===== src/rtl/codec_mode_pkg.sv =====
package codec_mode_pkg;

    typedef enum logic [1:0] {
        DX_CLOSED = 2'd0,
        DX_ONE    = 2'd1,
        DX_OPEN   = 2'd2
    } dx_stage_t;

    typedef struct packed {
        logic      pwr;
        logic      hi_rate;
        dx_stage_t dx;
    } ctl_state_t;

endpackage


===== src/rtl/pin_activity_det.sv =====
module pin_activity_det #(
    parameter int STATIC_CYCLES = 64
) (
    input  logic clk,
    input  logic rst_n,
    input  logic pin,
    output logic level,
    output logic active
);
    localparam int CW = $clog2(STATIC_CYCLES + 1);
    localparam logic [CW-1:0] CMAX = CW'(STATIC_CYCLES);

    typedef struct packed {
        logic [2:0]    sh;
        logic [CW-1:0] cnt;
        logic          act;
    } det_state_t;

    det_state_t st_d, st_q;
    logic tgl;

    always_comb begin
        st_d    = st_q;
        tgl     = st_q.sh[1] ^ st_q.sh[2];
        st_d.sh = {st_q.sh[1], st_q.sh[0], pin};
        if (tgl) begin
            st_d.cnt = '0;
            st_d.act = (st_q.cnt != CMAX);
        end else begin
            st_d.cnt = (st_q.cnt == CMAX) ? CMAX : st_q.cnt + 1'b1;
            st_d.act = st_q.act && (st_d.cnt != CMAX);
        end
    end

    always_ff @(posedge clk or negedge rst_n) begin
        if (!rst_n) begin
            st_q.sh  <= '0;
            st_q.cnt <= CMAX;
            st_q.act <= 1'b0;
        end else begin
            st_q <= st_d;
        end
    end

    assign level  = st_q.sh[1];
    assign active = st_q.act;


    act_rise_chk: assert property (@(posedge clk) disable iff (!rst_n)
        $rose(st_q.act) |-> $past(tgl));


    lone_edge_chk: assert property (@(posedge clk) disable iff (!rst_n)
        (tgl && st_q.cnt == CMAX) |=> !st_q.act);

endmodule


===== src/rtl/frame_watch.sv =====
module frame_watch #(
    parameter int FRAME_CYCLES = 1024,
    parameter int MISS_FRAMES  = 8
) (
    input  logic clk,
    input  logic rst_n,
    input  logic tx_frame,
    input  logic rx_frame,
    output logic tx_rise,
    output logic rx_rise,
    output logic idle
);
    localparam int FW = $clog2(FRAME_CYCLES);
    localparam int MW = $clog2(MISS_FRAMES + 1);
    localparam logic [FW-1:0] FLAST = FW'(FRAME_CYCLES - 1);
    localparam logic [MW-1:0] MLIM  = MW'(MISS_FRAMES);

    typedef struct packed {
        logic [1:0][2:0] sh;
        logic [FW-1:0]   sub;
        logic [MW-1:0]   miss;
    } fw_state_t;

    fw_state_t st_d, st_q;
    logic [1:0] rise;
    logic [1:0] raw;
    logic       any_rise;

    assign raw = {rx_frame, tx_frame};

    always_comb begin
        st_d = st_q;
        for (int i = 0; i < 2; i++) begin
            rise[i]    = st_q.sh[i][1] & ~st_q.sh[i][2];
            st_d.sh[i] = {st_q.sh[i][1], st_q.sh[i][0], raw[i]};
        end
        any_rise = |rise;
        if (any_rise) begin
            st_d.sub  = '0;
            st_d.miss = '0;
        end else if (st_q.miss != MLIM) begin
            if (st_q.sub == FLAST) begin
                st_d.sub  = '0;
                st_d.miss = st_q.miss + 1'b1;
            end else begin
                st_d.sub = st_q.sub + 1'b1;
            end
        end
    end

    always_ff @(posedge clk or negedge rst_n) begin
        if (!rst_n) begin
            st_q.sh   <= '0;
            st_q.sub  <= '0;
            st_q.miss <= MLIM;
        end else begin
            st_q <= st_d;
        end
    end

    assign tx_rise = rise[0];
    assign rx_rise = rise[1];
    assign idle    = (st_q.miss == MLIM);


    quiet_restart_chk: assert property (@(posedge clk) disable iff (!rst_n)
        any_rise |=> !idle);

endmodule


===== src/rtl/codec_chan_mode_ctl.sv =====
module codec_chan_mode_ctl
    import codec_mode_pkg::*;
#(
    parameter int STATIC_CYCLES = 64,
    parameter int FRAME_CYCLES  = 1024,
    parameter int MISS_FRAMES   = 8
) (
    input  logic clk,
    input  logic rst_n,
    input  logic rxm_pin,
    input  logic rxb_pin,
    input  logic tx_frame,
    input  logic rx_frame,
    output logic chan_on,
    output logic mode_shared_clk,
    output logic mode_split_clk,
    output logic sel_hi_rate,
    output logic bit_clk_shared,
    output logic tx_out_permit
);
    localparam int NPIN = 2;

    logic [NPIN-1:0] pins, lvl, act;
    logic tx_rise, rx_rise, idle;
    logic forced_off, any_rise, rxb_static;
    ctl_state_t st_d, st_q;

    assign pins = {rxb_pin, rxm_pin};

    for (genvar g = 0; g < NPIN; g++) begin : g_pin
        pin_activity_det #(.STATIC_CYCLES(STATIC_CYCLES)) u_det (
            .clk    (clk),
            .rst_n  (rst_n),
            .pin    (pins[g]),
            .level  (lvl[g]),
            .active (act[g])
        );
    end

    frame_watch #(.FRAME_CYCLES(FRAME_CYCLES), .MISS_FRAMES(MISS_FRAMES)) u_fw (
        .clk      (clk),
        .rst_n    (rst_n),
        .tx_frame (tx_frame),
        .rx_frame (rx_frame),
        .tx_rise  (tx_rise),
        .rx_rise  (rx_rise),
        .idle     (idle)
    );

    assign forced_off = ~act[0] & lvl[0];
    assign any_rise   = tx_rise | rx_rise;
    assign rxb_static = ~act[1];

    always_comb begin
        st_d = st_q;
        if (forced_off)    st_d.pwr = 1'b0;
        else if (any_rise) st_d.pwr = 1'b1;
        else if (idle)     st_d.pwr = 1'b0;

        if (st_q.pwr && !act[0] && rxb_static)
            st_d.hi_rate = lvl[1];

        if (!st_d.pwr) begin
            st_d.dx = DX_CLOSED;
        end else if (tx_rise) begin
            case (st_q.dx)
                DX_CLOSED: st_d.dx = DX_ONE;
                default:   st_d.dx = DX_OPEN;
            endcase
        end
    end

    always_ff @(posedge clk or negedge rst_n) begin
        if (!rst_n) begin
            st_q.pwr     <= 1'b0;
            st_q.hi_rate <= 1'b0;
            st_q.dx      <= DX_CLOSED;
        end else begin
            st_q <= st_d;
        end
    end

    assign chan_on         = st_q.pwr;
    assign mode_shared_clk = st_q.pwr & ~act[0];
    assign mode_split_clk  = st_q.pwr & act[0];
    assign sel_hi_rate     = st_q.hi_rate;
    assign bit_clk_shared  = st_q.pwr & ~act[0] & rxb_static;
    assign tx_out_permit   = (st_q.dx == DX_OPEN);


    forced_down_chk: assert property (@(posedge clk) disable iff (!rst_n)
        forced_off |=> !chan_on);


    wake_on_sync_chk: assert property (@(posedge clk) disable iff (!rst_n)
        (!forced_off && any_rise) |=> chan_on);


    idle_down_chk: assert property (@(posedge clk) disable iff (!rst_n)
        (idle && !any_rise) |=> !chan_on);


    permit_open_chk: assert property (@(posedge clk) disable iff (!rst_n)
        $rose(tx_out_permit) |-> $past(tx_rise));


    split_hold_chk: assert property (@(posedge clk) disable iff (!rst_n)
        mode_split_clk |=> $stable(sel_hi_rate));

endmodule


===== config.mk =====
export PLATFORM = sky130hd
export DESIGN_NAME = codec_chan_mode_ctl
export DESIGN_NICKNAME = d
export VERILOG_FILES = /design/src/rtl/codec_mode_pkg.sv /design/src/rtl/pin_activity_det.sv /design/src/rtl/frame_watch.sv /design/src/rtl/codec_chan_mode_ctl.sv
export SDC_FILE = /design/constraint.sdc
export NUM_CORES = 1
export LEC_CHECK = 0
export BUFFER_PORTS_ARGS = -buffer_cell sky130_fd_sc_hd__buf_2
export CORE_MARGIN = 2
export CORE_UTILIZATION = 35
export DETAILED_ROUTE_END_ITERATION = 10
export GPL_ROUTABILITY_DRIVEN = 0
export HOLD_SLACK_MARGIN = 0.06
export PLACE_DENSITY = 0.64
export SLEW_MARGIN = 30
export SYNTH_ARGS = -nofsm -noshare
export SYNTH_HDL_FRONTEND = slang
export SYNTH_HIERARCHICAL = 1
export SYNTH_SLANG_ARGS = --single-unit

===== constraint.sdc =====
create_clock -name clk -period 1.5 [get_ports clk]
set_input_delay 0.3 -clock clk [delete_from_list [all_inputs] [get_ports clk]]
set_output_delay 0.3 -clock clk [all_outputs]
set_load 0.1 [all_outputs]

=== After elaboration in Yosys (flattened, before gate mapping) ===
Cells that the tools add are included.

* Register bits after elaboration: 46
* Bits of input ports: 6
* Output and inout bits: 6
* Logic and storage cells: 65

* $add $sub $neg: 4
* Equality and inequality tests: 11
* Multiplexer cells: 14
* Bitwise gates (word level): 13
* Reductions and logical operators: 10

{| class="wikitable"
|+ Operators with widths
! operator !! number
|-
| $mux 14 || 2
|-
| $ne 7x7->1 const B || 4
|-
| $mux 8 || 2
|-
| $add 7x1->7 const B || 2
|-
| $eq 7x7->1 const B || 2
|-
| $mux 7 || 2
|-
| $add 10x1->10 const B || 1
|-
| $eq 10x10->1 const B || 1
|-
| $mux 10 || 1
|-
| $and 1x1->1 || 6
|-
| $mux 2 || 3
|-
| $add 4x1->4 const B || 1
|-
| $eq 4x4->1 const B || 1
|-
| $logic_and 1x1->1 || 4
|-
| $mux 4 || 1
|-
| $ne 4x4->1 const B || 1
|-
| $not 1->1 || 4
|-
| $reduce_bool 2->1 || 2
|-
| $mux 1 || 3
|-
| $eq 2x2->1 const B || 1
|-
| $logic_not 2->1 || 1
|-
| $ne 2x2->1 const B || 1
|-
| $reduce_and 2->1 || 1
|-
| $reduce_or 2->1 || 1
|-
| 3 further kinds || 4
|}

=== Logic depth before layout (Yosys ltp) ===
* Depth in word-level cells: 6
* Gate-level depth with buffers: 6
* Gate-level depth less buffers: 6

=== Modules after synthesis ===
The synthesis kept the hierarchy.

{| class="wikitable"
|+ Modules (own cells, without submodules)
! module !! instances !! cells each !! area each (um^2) !! sequential area each (um^2)
|-
| frame_watch || 1 || 85 || 925.9 || 501.7
|-
| pin_activity_det at g_pin[0].u_det || 1 || 50 || 536.8 || 276.5
|-
| pin_activity_det at g_pin[1].u_det || 1 || 42 || 484.2 || 276.5
|-
| codec_chan_mode_ctl || 1 || 18 || 211.5 || 100.1
|}

=== Worst setup path after synthesis ===
No wires, ideal clock.

* Kind: reg2reg
* Start point: register st_q (netlist bit chan_on)
* End point: register st_q (netlist bit sel_hi_rate)
* Setup time: 125 ps
* Data arrival time: 2751 ps
* Data required time: 1375 ps
* Slack: -1376 ps
* Cell stages (with the launch flop): 3
* Path buffers: 0
* Period minus slack after synthesis: 2876 ps
* Cells stage by stage: dfrtp_1 nor3b_2 mux2_2

* Longest elaborated chain between the ends: 2

{| class="wikitable"
|+ RTL lines
! element !! RTL line !! text
|-
| from (decl) || codec_chan_mode_ctl.sv:26 || <nowiki>ctl_state_t st_d, st_q;</nowiki>
|-
| from (signal assigned) || codec_chan_mode_ctl.sv:79 || <nowiki>st_q <= st_d;</nowiki>
|-
| $logic_and 1x1->1 (2 in series) || codec_chan_mode_ctl.sv:60 || <nowiki>if (st_q.pwr && !act[0] && rxb_static)</nowiki>
|}

Every way passes these cells.
A chain may end at the register's enable or synchronous reset.

=== Worst setup path after layout ===
* Start point: register u_fw/st_q[4] (netlist bit)
* End point: register u_fw/st_q[3] (netlist bit)

* Longest elaborated chain between the ends: 3

{| class="wikitable"
|+ RTL lines
! element !! RTL line !! text
|-
| from (decl) || frame_watch.sv:24 || <nowiki>fw_state_t st_d, st_q;</nowiki>
|-
| from (signal assigned) || frame_watch.sv:57 || <nowiki>st_q <= st_d;</nowiki>
|-
| $eq 10x10->1 || frame_watch.sv:42 || <nowiki>if (st_q.sub == FLAST) begin</nowiki>
|-
| $reduce_bool 2->1 (no source line) || n/a ||
|-
| $reduce_and 2->1 (no source line) || n/a ||
|}

Every way passes these cells.

==> reports/qor.txt <==
Die Area: 6810 sq um
Largest net degree at the start of global routing: 47
Sw Share: 0.317
Tcrit/Tclk final: 1.04
Yosys top cell area share: 0.499
Slew margin rel.: 0.676
Critical path class: flip-flop to flip-flop
DRT Pass-1 Iters: 6
First-pass GRT wire length: 6860 um
Placed insts: 294
Initial core utilization: 0.362
CP bufs+invs: 0
Dominant cell type by area after synthesis: dfrtp_1
FMAX: 644 MHz
Final Setup Violations: 5
CP max stage delay: 0.41 ns
Via count: 1581
Clock transition at path regs: 0.08 ns
Final Max Slew Viols: 0
Fin. Hold Viols: 0
Max clock buf depth: 2
Synth cell types: 48
# rows: 28
Post-Route Skew: 0.00734 ns
Peak supply drop: 1050 uV
Nets@finish: 253
Cells after Synth: 195
Worst slack at placement: -0.0472 ns
Status: finished with violations
Largest cells by area after synthesis: dfrtp_1 (50%), xor2_1 (5.3%), ha_1 (4.1%)
Max Cap Viol: 0
Chip Height: 82.5 um
Clk root buf: clkbuf_8
M3 GR Usage: 0.0272
Post-synthesis sequential area ratio: 0.535
Slowest cell on crit path: dfrtp_1
GRT Residual Overflow: 0
PwrDens: 1150 nW/um^2
Antenna diode count: 0
Design area: 2840 sq um
Setup crit start kind: flip-flop
DRC viols: 0
GR peak layer: met2
Failing checks: setup timing
Total GRT Usage: 0.132
M1 GR Usage: 0.173
Max FO, Critical Path: 3
Async SR Flop Fraction: 1.00
Setup WS post-layout: -0.0539 ns
Synthesized area: 2160 sq um
Synthesis-to-layout area growth: 31.5%
CTS tree: built
Initial antenna violation count: 0
Core area: 5960 sq um
Cts bufs inserted: 5
EDFF count, synth: 0
Critical Path RT: 1.73 ns
Leak: 1.24 nW
#FFs+latches synth: 46
CP cell instances: ha_2, and4_4, nand4_4, or3_4, a21oi_2
Clk Latency, worst-skew pair: 0.29 ns
Comb power frac: 0.273
CP endpoint kind: flip-flop
Synthesized Nets: 208
Routed len/inst: 13.3 um
CTS H-tree depth: 2
Psw: 1.04 mW
Layout cells sized above 1: 0.361
Avg Cell Area, Syn: 11.1 sq um
Vias in the first global route: 1518
Top FF cell, synth: dfrtp_1
Drt total wl: 4210 um
Largest delay share family, worst path: simple AND/OR/NAND/NOR gates
Die W: 82.5 um
Via-to-Cell Ratio: 5.00
Clock group share of total power: 0.285
Int Pwr: 2.24 mW
Min cycle time layout: 1.55 ns
CP Data Arrival Time: 1.78 ns
Filler cells: 529
Reg power frac: 0.442
Clock Sinks: 46
Post-Layout Cell Count: 316
Unrepaired setup endpoints after global routing: yes
Worst Tran Pin Value: 0.489 ns
PortBufs: 11
Post-Place Cell Area: 2500 sq um
Final HPWL DP: 2740 um
Ports: 12
Met2 Track Usage GR: 0.212
Hold WC Path Type: primary input to flip-flop
DR iter-0 viols: 98
Antenna viol nets, final: 0
Overall power: 3.27 mW
Syn. warnings: 6
## power by group through the flow
stage                     registers (mW)  clock network, mW  logic (mW)
after floorplan                     1.58                  0       0.442
after global placement              1.47                  0       0.823
after detailed placement            1.47                  0       0.833
after CTS                           1.45              0.973       0.864
after global routing                1.46               1.01       0.956
final                               1.45              0.933       0.894
## per-stage QoR
stage / setup TNS (ns) / hold WS [ns] / util
final: -0.148 / 0.103 / 0.477
after global routing: -0.554 / 0.0863 / 0.477
after CTS: -0.0980 / 0.0957 / 0.458
after detailed placement: -0.0910 / 0.298 / 0.420
after global placement: 0 / 0.297 / 0.420
after floorplan: -1.19 / 0.00441 / -
## layer usage
| metal | up-vias | part of all wire |
|---|---|---|
| li1 | 769 | - |
| met1 | 779 | 0.45 |
| met2 | 27 | 0.50 |
| met3 | 6 | 0.038 |
| met4 | 0 | 0.018 |
| met5 | - | 0 |
## repair_timing
| action | 4_1_cts | 5_1_grt |
|---|---|---|
| hold buffers | 1 | 0 |
| setup endpoints to repair | 7 | 13 |
| buffers inserted | 7 | 6 |
| gates cloned | 0 | 0 |
| hold endpoints to repair | 43 | 0 |
| resized for setup | 9 | 16 |
| pin swaps | 6 | 8 |
## kinds of logic after synthesis
logic type,synth area share
xor+xnor,0.0852
compound gates,0.0638
fa+ha+maj,0.0406
mux,0.0145
simple gates,0.245
flops,0.535
buf+inv,0.0157
## layout make-up
class	count	area, sq um	area share
multi-input combinational	140	1080	0.381
sequential	46	1160	0.409
inverter	8	30.0	0.0106
tap	75	93.8	0.0331
timing repair buffer	39	357	0.126
clock inverter	1	30.0	0.0106
clock buffer	7	86.3	0.0304
## registers in the layout (all words and copies together), names as in the netlist
signal	flops
u_fw/st_q	16
g_pin.u_det/st_q	16
g_pin.u_det/active	2
u_fw/st_d	4
chan_on	1
g_pin.u_det/level	2
g_pin.u_det/st_d	2
st_q	2
sel_hi_rate	1
## worst register-to-register path: cells and delay by family (launching register included)
kind / cells / cell delay, ns
and+or+nand+nor: 3 / 0.74
AOI/OAI and AO/OA: 1 / 0.14
adders and majority gates: 1 / 0.21
DFF: 1 / 0.41
## final timing paths
| check | startpoint | end | slack (ns) | cells past startpoint |
|---|---|---|---|---|
| max | u_fw/st_q[4]$_DFFE_PN0P_ | u_fw/st_q[3]$_DFFE_PN1P_ | -0.05 | 5 |
| min | rx_frame | u_fw/st_d[18]$_DFF_PN0_ | 0.10 | 1 |
| max reg2reg | u_fw/st_q[4]$_DFFE_PN0P_ | u_fw/st_q[3]$_DFFE_PN1P_ | -0.05 | 5 |
| min reg2reg | g_pin[0].u_det/st_d[9]$_DFF_PN0_ | g_pin[0].u_det/level$_DFF_PN0_ | 0.34 | 0 |
| max in group asynchronous | rst_n | g_pin[1].u_det/st_q[7]$_DFF_PN1_ | 0.72 | 3 |
| min in group asynchronous | rst_n | u_fw/st_q[0]$_DFFE_PN0P_ | 0.50 | 3 |
## synthesized netlist by cell type (2+ instances only)
cell,instances
or3_1,3
or3b_1,2
nand3_2,2
xnor2_1,8
a21oi_1,9
dfrtp_1,43
o211ai_1,2
and2b_1,2
mux2i_1,2
nor2_1,21
inv_1,8
ha_1,7
nor2b_1,2
and3_1,3
o21ai_0,3
o31ai_1,2
dfstp_2,3
xor2_1,13
nand3_1,11
or4_1,2
nor3_1,3
nand4_1,6
and2_1,3
nand2_1,11
## cell usage in the layout, fill, tap and decap left out, types with 3 or more instances in the layout
cell type   n
inv_2       3
inv_1       5
buf_2       7
dfstp_2     3
a21oi_1     6
xnor2_1     7
ha_2        3
xor2_1     13
nand2_1    10
a21oi_2     3
nand3_2     3
and3_1      3
nand3_1    10
nor2_1     21
clkbuf_8    6
buf_12      6
nand4_1     6
buf_4      24
dfrtp_1    41
(Power assumes the default switching activity.)
